### src/rtl/seq_pkg.sv
package seq_pkg;
  localparam int NDSEL = 10;
  localparam int NASEL = 5;
  localparam int NLD   = 15;

  localparam int D_ALU = 8;
  localparam int D_IMM = 9;

  localparam int A_PC  = 0;
  localparam int A_INC = 1;
  localparam int A_XY  = 2;
  localparam int A_M   = 3;
  localparam int A_J   = 4;

  localparam int L_IR  = 8;
  localparam int L_PC  = 9;
  localparam int L_INC = 10;
  localparam int L_XY  = 11;
  localparam int L_J1  = 12;
  localparam int L_J2  = 13;
  localparam int L_CC  = 14;

  localparam int EXEC0 = 6;

  typedef enum logic [3:0] {
    K_MOV8, K_ALU, K_LDI, K_INCXY, K_LOAD, K_STORE,
    K_MOV16, K_HALT, K_JUMP, K_CALL, K_BRANCH, K_UNDEF
  } op_kind_e;

  typedef struct packed {
    logic [NDSEL-1:0] dsel;
    logic [NASEL-1:0] asel;
    logic [NLD-1:0]   ld;
    logic             rd;
    logic             wr;
    logic             alu_en;
    logic [2:0]       fn;
  } ctrl_t;
endpackage

### src/rtl/seq_classify.sv
module seq_classify
  import seq_pkg::*;
#(
  parameter int STEP_W = 5
) (
  input  logic [7:0]        ir,
  output op_kind_e          kind,
  output logic [STEP_W-1:0] last
);
  always_comb begin
    casez (ir)
      8'b00??????: kind = K_MOV8;
      8'b01??????: kind = K_LDI;
      8'b1000????: kind = K_ALU;
      8'b100100??: kind = K_LOAD;
      8'b100110??: kind = K_STORE;
      8'b10110000: kind = K_INCXY;
      8'b10101110: kind = K_HALT;
      8'b10100110: kind = K_UNDEF;
      8'b1010???0: kind = K_MOV16;
      8'b11100110: kind = K_JUMP;
      8'b11100111: kind = K_CALL;
      8'b11110000,
      8'b11101000,
      8'b11100100,
      8'b11100010: kind = K_BRANCH;
      default:     kind = K_UNDEF;
    endcase
  end

  always_comb begin
    case (kind)
      K_INCXY, K_MOV16:  last = STEP_W'(EXEC0 + 3);
      K_JUMP, K_BRANCH:  last = STEP_W'(EXEC0 + 9);
      K_CALL:            last = STEP_W'(EXEC0 + 11);
      K_UNDEF, K_HALT:   last = STEP_W'(EXEC0);
      default:           last = STEP_W'(EXEC0 + 1);
    endcase
  end
endmodule

### src/rtl/seq_cond.sv
module seq_cond (
  input  logic [7:0] ir,
  input  logic       f_z,
  input  logic       f_c,
  input  logic       f_s,
  output logic       take
);
  always_comb begin
    case (ir)
      8'b11110000: take = f_s;
      8'b11101000: take = f_c;
      8'b11100100: take = f_z;
      8'b11100010: take = ~f_z;
      default:     take = 1'b1;
    endcase
  end
endmodule

### src/rtl/seq_strobe.sv
module seq_strobe
  import seq_pkg::*;
#(
  parameter int STEP_W = 5
) (
  input  logic [STEP_W-1:0] step,
  input  op_kind_e          kind,
  input  logic [5:0]        ir6,
  input  logic              take,
  output ctrl_t             ctl,
  output logic [7:0]        imm
);
  int ei;
  always_comb ei = int'(step) - EXEC0;

  always_comb begin
    ctl = '0;
    imm = '0;
    if (step < STEP_W'(EXEC0)) begin
      case (step)
        STEP_W'(0), STEP_W'(1): begin
          ctl.asel[A_PC] = 1'b1;
          ctl.rd = 1'b1;
        end
        STEP_W'(2): begin
          ctl.asel[A_PC] = 1'b1;
          ctl.rd = 1'b1;
          ctl.ld[L_IR] = 1'b1;
          ctl.ld[L_INC] = 1'b1;
        end
        STEP_W'(3): ctl.asel[A_INC] = 1'b1;
        STEP_W'(4): begin
          ctl.asel[A_INC] = 1'b1;
          ctl.ld[L_PC] = 1'b1;
        end
        default: ;
      endcase
    end else begin
      case (kind)
        K_MOV8: if (ei < 2) begin
          ctl.dsel[ir6[2:0]] = 1'b1;
          if (ei == 1) ctl.ld[ir6[5:3]] = 1'b1;
        end
        K_ALU: if (ei < 2) begin
          ctl.alu_en = 1'b1;
          ctl.fn = ir6[2:0];
          ctl.dsel[D_ALU] = 1'b1;
          if (ei == 1) begin
            ctl.ld[ir6[3] ? 3 : 0] = 1'b1;
            ctl.ld[L_CC] = 1'b1;
          end
        end
        K_LDI: if (ei < 2) begin
          ctl.dsel[D_IMM] = 1'b1;
          imm = {{3{ir6[4]}}, ir6[4:0]};
          if (ei == 1) ctl.ld[ir6[5] ? 1 : 0] = 1'b1;
        end
        K_LOAD: if (ei < 2) begin
          ctl.asel[A_M] = 1'b1;
          ctl.rd = 1'b1;
          if (ei == 1) ctl.ld[ir6[1:0]] = 1'b1;
        end
        K_STORE: if (ei < 2) begin
          ctl.asel[A_M] = 1'b1;
          ctl.dsel[ir6[1:0]] = 1'b1;
          ctl.wr = 1'b1;
        end
        K_INCXY: begin
          if (ei < 2) ctl.asel[A_XY] = 1'b1;
          else if (ei < 4) ctl.asel[A_INC] = 1'b1;
          if (ei == 1) ctl.ld[L_INC] = 1'b1;
          if (ei == 3) ctl.ld[L_XY] = 1'b1;
        end
        K_MOV16: if (ei == 2 || ei == 3) begin
          case (ir6[2:1])
            2'b00:   ctl.asel[A_M] = 1'b1;
            2'b01:   ctl.asel[A_XY] = 1'b1;
            2'b10:   ctl.asel[A_J] = 1'b1;
            default: ;
          endcase
          if (ei == 3) ctl.ld[ir6[3] ? L_PC : L_XY] = 1'b1;
        end
        K_JUMP, K_CALL, K_BRANCH: begin
          if (ei < 8) begin
            case (ei[1:0])
              2'd0: begin
                ctl.asel[A_PC] = 1'b1;
                ctl.rd = 1'b1;
              end
              2'd1: begin
                ctl.asel[A_PC] = 1'b1;
                ctl.rd = 1'b1;
                ctl.ld[ei[2] ? L_J2 : L_J1] = 1'b1;
                ctl.ld[L_INC] = 1'b1;
              end
              2'd2: ctl.asel[A_INC] = 1'b1;
              default: begin
                ctl.asel[A_INC] = 1'b1;
                ctl.ld[L_PC] = 1'b1;
              end
            endcase
          end else if (kind == K_CALL) begin
            if (ei < 10) ctl.asel[A_PC] = 1'b1;
            else if (ei < 12) ctl.asel[A_J] = 1'b1;
            if (ei == 9) ctl.ld[L_XY] = 1'b1;
            if (ei == 11) ctl.ld[L_PC] = 1'b1;
          end else if (take && ei < 10) begin
            ctl.asel[A_J] = 1'b1;
            if (ei == 9) ctl.ld[L_PC] = 1'b1;
          end
        end
        default: ;
      endcase
    end
  end
endmodule

### src/rtl/instr_sequencer.sv
module instr_sequencer
  import seq_pkg::*;
#(
  parameter  int MAX_STEPS = 24,
  localparam int STEP_W    = $clog2(MAX_STEPS)
) (
  input  logic              clk,
  input  logic              rst,
  input  logic [7:0]        bus_data,
  input  logic              flag_z,
  input  logic              flag_c,
  input  logic              flag_s,
  output logic [STEP_W-1:0] step_o,
  output logic [NDSEL-1:0]  dsel_o,
  output logic [NASEL-1:0]  asel_o,
  output logic [NLD-1:0]    ld_o,
  output logic              mem_rd,
  output logic              mem_wr,
  output logic              alu_en,
  output logic [2:0]        alu_fn,
  output logic [7:0]        imm_o,
  output logic              halted
);
  logic [STEP_W-1:0] step_q, step_nxt, last;
  logic [7:0]        ir_q, imm_q, imm_nxt;
  logic              halt_q, take;
  ctrl_t             ctl_q, ctl_nxt;
  op_kind_e          kind;

  seq_classify #(.STEP_W(STEP_W)) u_cls (
    .ir(ir_q), .kind(kind), .last(last)
  );

  seq_cond u_cond (
    .ir(ir_q), .f_z(flag_z), .f_c(flag_c), .f_s(flag_s), .take(take)
  );

  // Strobes are computed for the step about to be entered, so the
  // registered outputs line up with step_q in the same cycle.
  seq_strobe #(.STEP_W(STEP_W)) u_str (
    .step(step_nxt), .kind(kind), .ir6(ir_q[5:0]), .take(take),
    .ctl(ctl_nxt), .imm(imm_nxt)
  );

  always_comb step_nxt = (step_q == last) ? '0 : step_q + 1'b1;

  always_ff @(posedge clk) begin
    if (rst) begin
      step_q <= '0;
      ir_q   <= '0;
      halt_q <= 1'b0;
      imm_q  <= '0;
      ctl_q  <= '0;
      ctl_q.asel[A_PC] <= 1'b1;
      ctl_q.rd <= 1'b1;
    end else if (!halt_q) begin
      if (ctl_q.ld[L_IR]) ir_q <= bus_data;
      step_q <= step_nxt;
      if (step_nxt == STEP_W'(EXEC0) && kind == K_HALT) begin
        halt_q <= 1'b1;
        ctl_q  <= '0;
        imm_q  <= '0;
      end else begin
        ctl_q <= ctl_nxt;
        imm_q <= imm_nxt;
      end
    end
  end

  assign step_o = step_q;
  assign dsel_o = ctl_q.dsel;
  assign asel_o = ctl_q.asel;
  assign ld_o   = ctl_q.ld;
  assign mem_rd = ctl_q.rd;
  assign mem_wr = ctl_q.wr;
  assign alu_en = ctl_q.alu_en;
  assign alu_fn = ctl_q.fn;
  assign imm_o  = imm_q;
  assign halted = halt_q;

  assert_dsel_onehot_R3: assert property (@(posedge clk) disable iff (rst)
    $onehot0(dsel_o));
  assert_asel_onehot_R3: assert property (@(posedge clk) disable iff (rst)
    $onehot0(asel_o));
  assert_rd_wr_excl_R3: assert property (@(posedge clk) disable iff (rst)
    !(mem_rd && mem_wr));
  assert_step_advance_R2: assert property (@(posedge clk) disable iff (rst)
    (!halted && step_o != '0) |-> (step_o == STEP_W'($past(step_o) + 1'b1)));
  assert_step_bound_R2: assert property (@(posedge clk) disable iff (rst)
    step_o < STEP_W'(MAX_STEPS));
  assert_ir_on_fetch_R2: assert property (@(posedge clk) disable iff (rst)
    ld_o[L_IR] |-> (asel_o[A_PC] && mem_rd));
  assert_cc_with_alu_R5: assert property (@(posedge clk) disable iff (rst)
    ld_o[L_CC] |-> (alu_en && dsel_o[D_ALU]));
  assert_wr_via_m_R7: assert property (@(posedge clk) disable iff (rst)
    mem_wr |-> asel_o[A_M]);
  assert_halt_quiet_R11: assert property (@(posedge clk) disable iff (rst)
    halted |-> (ld_o == '0 && dsel_o == '0 && asel_o == '0 && !mem_rd && !mem_wr && !alu_en));
  assert_halt_frozen_R11: assert property (@(posedge clk) disable iff (rst)
    halted |=> (halted && $stable(step_o)));
endmodule

### config.mk
export PLATFORM = sky130hd
export DESIGN_NAME = instr_sequencer
export DESIGN_NICKNAME = d
export VERILOG_FILES = /design/src/rtl/seq_pkg.sv /design/src/rtl/seq_classify.sv /design/src/rtl/seq_cond.sv /design/src/rtl/seq_strobe.sv /design/src/rtl/instr_sequencer.sv
export SDC_FILE = /design/constraint.sdc
export NUM_CORES = 1
export LEC_CHECK = 0
export CAP_MARGIN = 25
export CORE_ASPECT_RATIO = 0.9
export CORE_UTILIZATION = 57
export CTS_BUF_LIST = sky130_fd_sc_hd__clkbuf_4 sky130_fd_sc_hd__clkbuf_8
export CTS_CLUSTER_DIAMETER = 200
export DETAILED_ROUTE_END_ITERATION = 10
export PLACE_DENSITY_LB_ADDON = 0.12
export SYNTH_ARGS = -nofsm -noshare
export SYNTH_HDL_FRONTEND = slang
export SYNTH_SLANG_ARGS = --single-unit
### constraint.sdc
create_clock -name clk -period 10.5 [get_ports clk]
set_clock_uncertainty 0.2 [all_clocks]
set_input_delay 2.1 -clock clk [delete_from_list [all_inputs] [get_ports clk]]
set_output_delay 2.1 -clock clk [all_outputs]
set_load 0.01 [all_outputs]
==> run summary, run 1 <==
DR pass1 iterations = 5
Max-Cap Viols = 0
Cell Chain, Critical Path = nand3b_1, nor3_1, nor3_1, o2bb2ai_2, a2111oi_4, and2_1, nor2_1, inv_1, ha_1, or3_1, or4_1, nor3_2, nand4_1, a21oi_1
Max stage delay on crit path = 0.86 ns
CTS tree = yes
gr usage total = 0.331
first-pass GRT wire length = 15.4 mm
#FFs+latches synth = 54
DR iter-0 viols = 521
grt ovf = 0
DIE AREA = 0.00614 mm2
Pwr Density = 106 mW/mm2
die width = 82.5 um
final setup vio count = 0
Final ANT Viol Nets = 0
CTS Buf Count = 5
Mapped Cells = 426
WS Path Type = reg2reg
post-synth top area share = 0.326
post-CTS setup buffers = 0
hold slack = 0.261 ns
Post-synth EDFFs = 0
RD Place Congestion = 1.04
Die Y = 74.4 um
final non-filler cell area = 0.00395 mm2
Routed wire per std cell = 18.8 um
drt drc = 0
slew margin rel. = 0.376
Min-Delay Path Class = reg2reg
LEAKAGE = 0.00132 uW
vias in the first global route = 3034
CTS Root Buffer Type = clkbuf_8
vias per cell = 6.79
clk_lat worst skew = 0.32 ns
status = finished, final reports clean
WP data arrival = 5.88 ns
Tmin final = 5.85 ns
share of layout cells above drive strength 1 = 0.0543
final period utilization = 0.557
n_diodes = 0
total chip power = 419 uW
Ys Warns = 0
Yosys top cell by area = dfxtp_1
CP startpoint kind = flop
worst-margin pin slew = 0.936 ns
post-synthesis sequential area ratio = 0.326
Pins Over Slew Limit = 0
clk slew on worst S/H paths = 0.10 ns
CP max-delay cell = dfxtp_1
total core area = 0.00544 mm2
Placement Cell Area = 0.00386 mm2
Worst Path Required = 10.53 ns
Synth Cell Area = 0.00332 mm2
synth top area cells = dfxtp_1 33%, nor2_1 6.8%, a21oi_1 4.8%, a32oi_1 3.7%, nand2_1 3.6%
final hold vios = 0
most used cell, CP = nor3_1
Critical Path Sink Type = flop
initial antenna violation count = 0
syn nets = 442
share of synthesized flip-flops with an asynchronous set or reset = 0
vias post-DR = 3577
Worst VDD drop = 0.0791 mV
Core Util, Final = 0.726
cts hold-fix bufs = 0
P&R area growth vs syn = 19.0%
commonest non-fill, non-tap cell in the layout = clkdlybuf4s50_1
CTS sink count = 54
number of H-tree levels = 2
commonest non-fill, non-tap cells in the layout = 61 x clkdlybuf4s50_1, 60 x nor2_1, 54 x dfxtp_1
PortBufs = 62
critical path peak fanout = 22
nets@finish = 476
DP HPWL = 6.97 mm
site row count = 25
Fmax = 171 MHz
largest net degree at the start of global routing = 54
cell family with most CP delay = simple AND/OR/NAND/NOR gates
Primary FF master, synth = dfxtp_1
post_cts resized = 0
Yosys cell types = 67
Max clock buf depth = 2
Setup TNS = 0 ns
Post-Syn Area per Cell = 7.80 um2
IO Pins = 63
Initial Util = 0.610
unrepaired setup endpoints after global routing = false
Routed WL = 9.89 mm
CP Buf/Inv Count = 1
## cell type report
type                            instances  area [um2]
Clock buffer                            5        68.8
Clock inverter                          2        13.8
Timing Repair Buffer                   65         642
Sequential cell                        54        1080
Tap cell                               67        83.8
Fill cell                             439        1490
Inverter                               10        37.5
Multi-Input combinational cell        324        2020
## synthesized netlist by cell type, drive strengths merged, types with 10 or more instances
master / n
nor2: 60
dfxtp: 54
a21oi: 32
nand2: 32
buf: 22
nor3: 17
clkbuf: 16
a32oi: 14
nand3: 13
mux2i: 11
nand4: 11
inv: 10
nor2b: 10
## tightest hold or removal path, stage by stage (launching register included)
cell,delay (ns)
dfxtp_1,0.32
nand2_1,0.05
o31ai_1,0.05
## metal layers
| layer | wire length (um) | vias up | track usage |
|---|---|---|---|
| met5 | 0 | - | 0 |
| met4 | 234 | 0 | 0.129 |
| met3 | 1060 | 35 | 0.0773 |
| met2 | 4310 | 242 | 0.477 |
| met1 | 4300 | 1666 | 0.475 |
| li1 | - | 1634 | - |
## flip-flops by register name, summed over array words and instances, names as in the netlist
name and count:
alu_en 1, alu_fn 3, asel_o 5, dsel_o 9
halted 1, imm_o 5, ir_q 8, ld_o 15
mem_rd 1, mem_wr 1, step_o 5
## power breakdown
part,internal (uW),switching [uW]
logic,32.3,46.8
registers,210,10.6
clock network,46.3,72.9
total,288,130
## worst paths after layout
kind	slack, ns	depth (start not counted)	endpoint	start
worst max register to register	4.65	14	ld_o[2]$_SDFFE_PP0N_	ir_q[1]$_SDFFE_PP0P_
worst max-delay path	4.65	14	ld_o[2]$_SDFFE_PP0N_	ir_q[1]$_SDFFE_PP0P_
worst min-delay path	0.26	2	ld_o[12]$_SDFFE_PP0N_	ld_o[12]$_SDFFE_PP0N_
worst min register to register	0.26	2	ld_o[12]$_SDFFE_PP0N_	ld_o[12]$_SDFFE_PP0N_
## cell families after synthesis
logic type                 Yosys count  share of synthesized area
buffers and inverters               48                     0.0663
muxes                               11                     0.0332
xor gates and xnor gates             9                     0.0237
and+or+nand+nor                    184                      0.279
adders and majority gates            3                     0.0113
AOI/OAI and AO/OA                  117                      0.261
DFF                                 54                      0.326
## per-stage QoR
step           std cells  setup WS [ns]
2_1_floorplan        426           5.90
3_3_place_gp         518           5.05
3_5_place_dp         519           4.89
4_1_cts              526           4.86
5_1_grt              527           4.22
6_report             527           4.65
Note: power is estimated with default switching activity, not from simulation.
==> run 2, diff against run 1 <==
- CORE_UTILIZATION: 57 -> 49
- clock period: 10.5 -> 4.9 ns (I/O delays scaled with it)
==> run summary, run 2 (synthesis gave the netlist of run 1 again) <==
Pins Over Slew Limit = 0 (unchanged)
RD Place Congestion = 0.940 (was 1.04)
Max-Cap Viols = 0 (unchanged)
Non-Filler Instances = 568 (was 527)
DIE AREA = 0.00711 mm2 (was 0.00614 mm2)
Final WS setup = 0.406 ns (was 4.65 ns)
CP startpoint kind = flop (unchanged)
Worst VDD drop = 0.130 mV (was 0.0791 mV)
Setup TNS = 0 ns (unchanged)
Hold Startpoint = dsel_o[4]$_SDFFE_PP0N_ (was ld_o[12]$_SDFFE_PP0N_)
post-CTS setup buffers = 0 (unchanged)
Critical Path Sink Type = flop (unchanged)
initial antenna violation count = 0 (unchanged)
Placed Instances = 559 (was 519)
Cell Chain, Critical Path = buf_4, o21a_1, o221ai_1, a211o_1, a21oi_2, a2111oi_4, nand2_1, nand2_1, inv_1, ha_1, inv_1, o21ai_0, a22oi_1, or3_1, or4_1, nor3_2, buf_4, nand4_1, a21oi_1 (was nand3b_1, nor3_1, nor3_1, o2bb2ai_2, a2111oi_4, and2_1, nor2_1, inv_1, ha_1, or3_1, or4_1, nor3_2, nand4_1, a21oi_1)
Routed WL = 10.0 mm (was 9.89 mm)
status = finished, final reports clean (unchanged)
DR pass1 iterations = 5 (unchanged)
largest net degree at the start of global routing = 54 (unchanged)
number of H-tree levels = 2 (unchanged)
final setup vio count = 0 (unchanged)
reg2reg path depth = 19 (was 14)
nets@finish = 493 (was 476)
Pwr Density = 232 mW/mm2 (was 106 mW/mm2)
slew margin rel. = 0.362 (was 0.376)
CP Buf/Inv Count = 4 (was 1)
CTS tree = yes (unchanged)
commonest non-fill, non-tap cells in the layout = 61 x clkdlybuf4s50_1, 60 x nor2_1, 49 x dfxtp_1 (was 61 x clkdlybuf4s50_1, 60 x nor2_1, 54 x dfxtp_1)
commonest non-fill, non-tap cell in the layout = clkdlybuf4s50_1 (unchanged)
clk slew on worst S/H paths = 0.10 ns (about the same)
max reg flops = 15 (unchanged)
hold-critical path endpoint = dsel_o[4]$_SDFFE_PP0N_ (was ld_o[12]$_SDFFE_PP0N_)
Final ANT Viol Nets = 0 (unchanged)
grt ovf = 0 (unchanged)
first-pass GRT wire length = 15.7 mm (was 15.4 mm)
critical path peak fanout = 17 (was 22)
Min-Delay Path Class = reg2reg (unchanged)
Max stage delay on crit path = 0.49 ns (was 0.86 ns)
WS Path Type = reg2reg (unchanged)
gr usage total = 0.289 (was 0.331)
total core area = 0.00655 mm2 (was 0.00544 mm2)
Hold Path Depth = 2 (unchanged)
n_diodes = 0 (unchanged)
vias post-DR = 3539 (was 3577)
PortBufs = 62 (unchanged)
flop-to-flop setup slack = 0.41 ns (was 4.65 ns)
WP data arrival = 4.53 ns (was 5.88 ns)
final hold vios = 0 (unchanged)
CTS Buf Count = 5 (unchanged)
worst-margin pin slew = 0.957 ns (was 0.936 ns)
Routed wire per std cell = 17.7 um (was 18.8 um)
DP HPWL = 7.56 mm (was 6.97 mm)
Worst Path Required = 4.94 ns (was 10.53 ns)
Critical R2R Launch = ir_q[3]$_SDFFE_PP0P_ (was ir_q[1]$_SDFFE_PP0P_)
worst r2r dst = ld_o[2]$_SDFFE_PP0N_ (unchanged)
unrepaired setup endpoints after global routing = false (unchanged)
P&R area growth vs syn = 25.2% (was 19.0%)
LEAKAGE = 0.00142 uW (was 0.00132 uW)
pre-CTS WS = 0.434 ns (was 4.89 ns)
vias per cell = 6.23 (was 6.79)
CTS sink count = 54 (unchanged)
cell family with most CP delay = compound AO/OA/AOI/OAI gates (was simple AND/OR/NAND/NOR gates)
IO Pins = 63 (unchanged)
Tmin final = 4.49 ns (was 5.85 ns)
Initial Util = 0.507 (was 0.610)
Fmax = 223 MHz (was 171 MHz)
Max clock buf depth = 2 (unchanged)
hold slack = 0.266 ns (was 0.261 ns)
drt drc = 0 (unchanged)
die width = 88.8 um (was 82.5 um)
total chip power = 966 uW (was 419 uW)
CP max-delay cell = or4_1 (was dfxtp_1)
share of layout cells above drive strength 1 = 0.107 (was 0.0543)
final period utilization = 0.917 (was 0.557)
DR iter-0 viols = 361 (was 521)
Die Y = 80.1 um (was 74.4 um)
clk_lat worst skew = 0.31 ns (was 0.32 ns)
vias in the first global route = 2973 (was 3034)
site row count = 28 (was 25)
CTS Root Buffer Type = clkbuf_8 (unchanged)
run 2: changes by cell type in the layout (fill, tap and decap cells not counted), sizes merged:
cell      before  now
bufinv         0    1
clkinv         1    0
clkinvlp       0    1
buf            4   21
run 2: worst reg2reg max path, stage by stage (launching register included):
cell,delay (ns)
dfxtp_1,0.46
buf_4,0.28
o21a_1,0.17
o221ai_1,0.16
a211o_1,0.38
a21oi_2,0.20
a2111oi_4,0.11
nand2_1,0.11
nand2_1,0.12
inv_1,0.22
ha_1,0.23
inv_1,0.09
o21ai_0,0.18
a22oi_1,0.11
or3_1,0.36
or4_1,0.49
nor3_2,0.13
buf_4,0.18
nand4_1,0.10
a21oi_1,0.15
run 2: layout make-up:
| cell class | instances | area [um2] |
|---|---|---|
| timing repair buffer | 82 | 766 |
| clock inverter | 3 | 48.8 |
| multi-input combinational | 324 | 2040 |
| inverter | 10 | 37.5 |
| tap | 90 | 113 |
| fill | 587 | 2390 |
| sequential | 54 | 1090 |
| clock buffer | 5 | 68.8 |
run 2: through the flow:
stage	util	area (um2)
6_report	0.635	4160
5_1_grt	0.635	4160
4_1_cts	0.631	4130
3_5_place_dp	0.613	4010
3_3_place_gp	0.613	4010
2_1_floorplan	-	3320
run 2: timing repair:
action,in CTS,in global routing
hold endpoints to repair,0,0
setup endpoints to repair,0,8
hold buffers,0,0
gates resized for setup,0,8
run 2: report_power, final:
part	switching [uW]	internal, uW	leakage [uW]
sequential	14.3	450	0.000439
combinational	114	77.7	0.000929
clock	154	156	0.0000563
total	282	684	0.00142
run 2: routing by layer:
layer,vias up,track usage,part of all wire
met4,0,0.0774,0.013
met1,1671,0.449,0.47
met5,-,0,0
li1,1673,-,-
met2,183,0.408,0.43
met3,12,0.0421,0.088
run 2: how the worst max path moves through the flow:
stage | from | cells past startpoint | to | slack [ns]
after floorplan | ir_q[1]$_SDFFE_PP0P_ | 20 | ld_o[2]$_SDFFE_PP0N_ | 0.30
after global placement | ir_q[5]$_SDFFE_PP0P_ | 18 | ld_o[2]$_SDFFE_PP0N_ | 0.38
after detailed placement | ir_q[4]$_SDFFE_PP0P_ | 19 | ld_o[2]$_SDFFE_PP0N_ | 0.43
after CTS | ir_q[2]$_SDFFE_PP0P_ | 18 | ld_o[2]$_SDFFE_PP0N_ | 0.39
after global routing | ir_q[3]$_SDFFE_PP0P_ | 19 | ld_o[2]$_SDFFE_PP0N_ | 0.03
final | ir_q[3]$_SDFFE_PP0P_ | 19 | ld_o[2]$_SDFFE_PP0N_ | 0.41
==> run 3, diff against run 2 <==
- CORE_MARGIN: unset -> 1.5
- clock period: 4.9 -> 3.9 ns (I/O delays scaled with it)
==> run summary, run 3 (synthesis gave the netlist of run 1 again) <==
Worst VDD drop = 0.151 mV (was 0.130 mV)
total core area = 0.00655 mm2 (unchanged)
Pwr Density = 263 mW/mm2 (was 232 mW/mm2)
Final ANT Viol Nets = 0 (unchanged)
commonest non-fill, non-tap cell in the layout = buf_4 (was clkdlybuf4s50_1)
pre-CTS WS = -0.310 ns (was 0.434 ns)
grt ovf = 0 (unchanged)
P&R area growth vs syn = 51.7% (was 25.2%)
site row count = 28 (unchanged)
Logic pwr share = 0.265 (was 0.198)
filler instances = 488 (was 587)
final non-filler cell area = 0.00504 mm2 (was 0.00416 mm2)
vias in the first global route = 3556 (was 2973)
Placement Cell Area = 0.00451 mm2 (was 0.00401 mm2)
slew margin rel. = 0.404 (was 0.362)
CTS Root Buffer Type = clkbuf_8 (unchanged)
LEAKAGE = 0.00185 uW (was 0.00142 uW)
grt met3 use = 0.0468 (was 0.0421)
initial antenna violation count = 0 (unchanged)
Die Y = 81.1 um (was 80.1 um)
first-pass GRT wire length = 17.4 mm (was 15.7 mm)
max reg flops = 15 (unchanged)
vias post-DR = 3898 (was 3539)
PortBufs = 62 (unchanged)
register share of total power = 0.437 (was 0.481)
cts hold-fix bufs = 0 (unchanged)
clock share of power = 0.298 (was 0.321)
clk_lat worst skew = 0.32 ns (was 0.31 ns)
IO Pins = 63 (unchanged)
Worst Path Required = 3.96 ns (was 4.94 ns)
DP HPWL = 8.27 mm (was 7.56 mm)
Initial Util = 0.507 (unchanged)
CTS sink count = 54 (unchanged)
Core Util, Final = 0.769 (was 0.635)
Net Sw Frac = 0.295 (was 0.292)
Critical Path Sink Type = flop (unchanged)
RD Place Congestion = 0.974 (was 0.940)
Max clock buf depth = 2 (unchanged)
WP data arrival = 4.10 ns (was 4.53 ns)
unrepaired setup endpoints after global routing = true (was false)
CTS Buf Count = 5 (unchanged)
failing checks = setup timing
Pins Over Slew Limit = 0 (unchanged)
Tmin final = 4.05 ns (was 4.49 ns)
Fmax = 247 MHz (was 223 MHz)
internal power = 932 uW (was 684 uW)
nets@finish = 572 (was 493)
clk slew on worst S/H paths = 0.10 ns (about the same)
WS Path Type = reg2reg (unchanged)
drt drc = 0 (unchanged)
final setup vio count = 34 (was 0)
routing usage on met1 = 0.370 (was 0.449)
commonest non-fill, non-tap cells in the layout = 90 x buf_4, 61 x clkdlybuf4s50_1, 56 x nor2_1 (was 61 x clkdlybuf4s50_1, 60 x nor2_1, 49 x dfxtp_1)
largest net degree at the start of global routing = 37 (was 54)
Global Route met2 Usage = 0.520 (was 0.408)
final hold vios = 0 (unchanged)
DR pass1 iterations = 5 (unchanged)
critical path peak fanout = 7 (was 17)
die width = 89.8 um (was 88.8 um)
final period utilization = 1.04 (was 0.917)
status = finished, violations left (was finished, final reports clean)
Routed WL = 11.7 mm (was 10.0 mm)
DR iter-0 viols = 315 (was 361)
Min-Delay Path Class = reg2reg (unchanged)
hold slack = 0.264 ns (was 0.266 ns)
DIE AREA = 0.00728 mm2 (was 0.00711 mm2)
vias per cell = 6.02 (was 6.23)
n_diodes = 0 (unchanged)
CTS tree = yes (unchanged)
gr busiest metal = met2 (was met1)
Max-Cap Viols = 0 (unchanged)
worst-margin pin slew = 0.892 ns (was 0.957 ns)
number of H-tree levels = 2 (unchanged)
share of layout cells above drive strength 1 = 0.302 (was 0.107)
Routed wire per std cell = 18.0 um (was 17.7 um)
Final WS setup = -0.147 ns (was 0.406 ns)
gr usage total = 0.302 (was 0.289)
CP startpoint kind = flop (unchanged)
NetSw = 391 uW (was 282 uW)
run 3: timing repair:
item,CTS,global route
cloned,0,2
setup buffers,11,8
setup endpoints to repair,38,41
pin swaps,18,33
gates resized for setup,27,25
run 3: routing by layer:
metal	wire length, um	vias up
li1	-	1825
met1	4750	1843
met2	5740	198
met3	827	32
met4	357	0
met5	0	-
run 3: final cells by class:
type,count,area [um2],share of cell area
timing repair buffer,161,1440,0.285
inverter,10,40.0,0.00795
clock buffer,6,76.3,0.0152
tap,90,113,0.0224
sequential,54,1100,0.219
clock inverter,2,37.5,0.00745
multi-input combinational,324,2230,0.443
run 3: power by group through the flow:
stage               registers [uW]  clock network, uW  logic, uW
floorplan                      592                  0        154
global placement               592                  0        276
detailed placement             593                  0        278
CTS                            578                400        300
global route                   580                421        370
finish                         578                394        350
run 3: through the flow:
stage                     std cells  TNS (ns)  power, uW
after CTS                       636    -0.443       1280
after global routing            647     -9.62       1370
after detailed placement        617     -4.51        871
after floorplan                 426     -1.68        747
after global placement          617     -1.08        868
final                           647     -3.18       1320
run 3: path summary, 6_finish.rpt:
| check | startpoint | to | slack [ns] | cells after the start |
|---|---|---|---|---|
| worst max-delay path | ir_q[0]$_SDFFE_PP0P_ | dsel_o[7]$_SDFFE_PP0N_ | -0.15 | 20 |
| worst min-delay path | ld_o[12]$_SDFFE_PP0N_ | ld_o[12]$_SDFFE_PP0N_ | 0.26 | 2 |
| worst max register to register | ir_q[0]$_SDFFE_PP0P_ | dsel_o[7]$_SDFFE_PP0N_ | -0.15 | 20 |
| worst min register to register | ld_o[12]$_SDFFE_PP0N_ | ld_o[12]$_SDFFE_PP0N_ | 0.26 | 2 |
run 3: critical path, stage by stage (launching register included):
cell and delay [ns]:
dfxtp_1 0.44, nand4bb_1 0.27, buf_4 0.17, o211ai_1 0.10
buf_4 0.15, a311oi_2 0.24, o2bb2ai_2 0.12, a2111oi_4 0.37
and2_4 0.23, nor2_4 0.05, ha_4 0.20, buf_4 0.16
and3_4 0.18, nand3_1 0.09, nand3b_1 0.12, buf_6 0.15
nor3_4 0.21, buf_12 0.15, clkbuf_16 0.14, nand4_1 0.11
a21oi_1 0.14
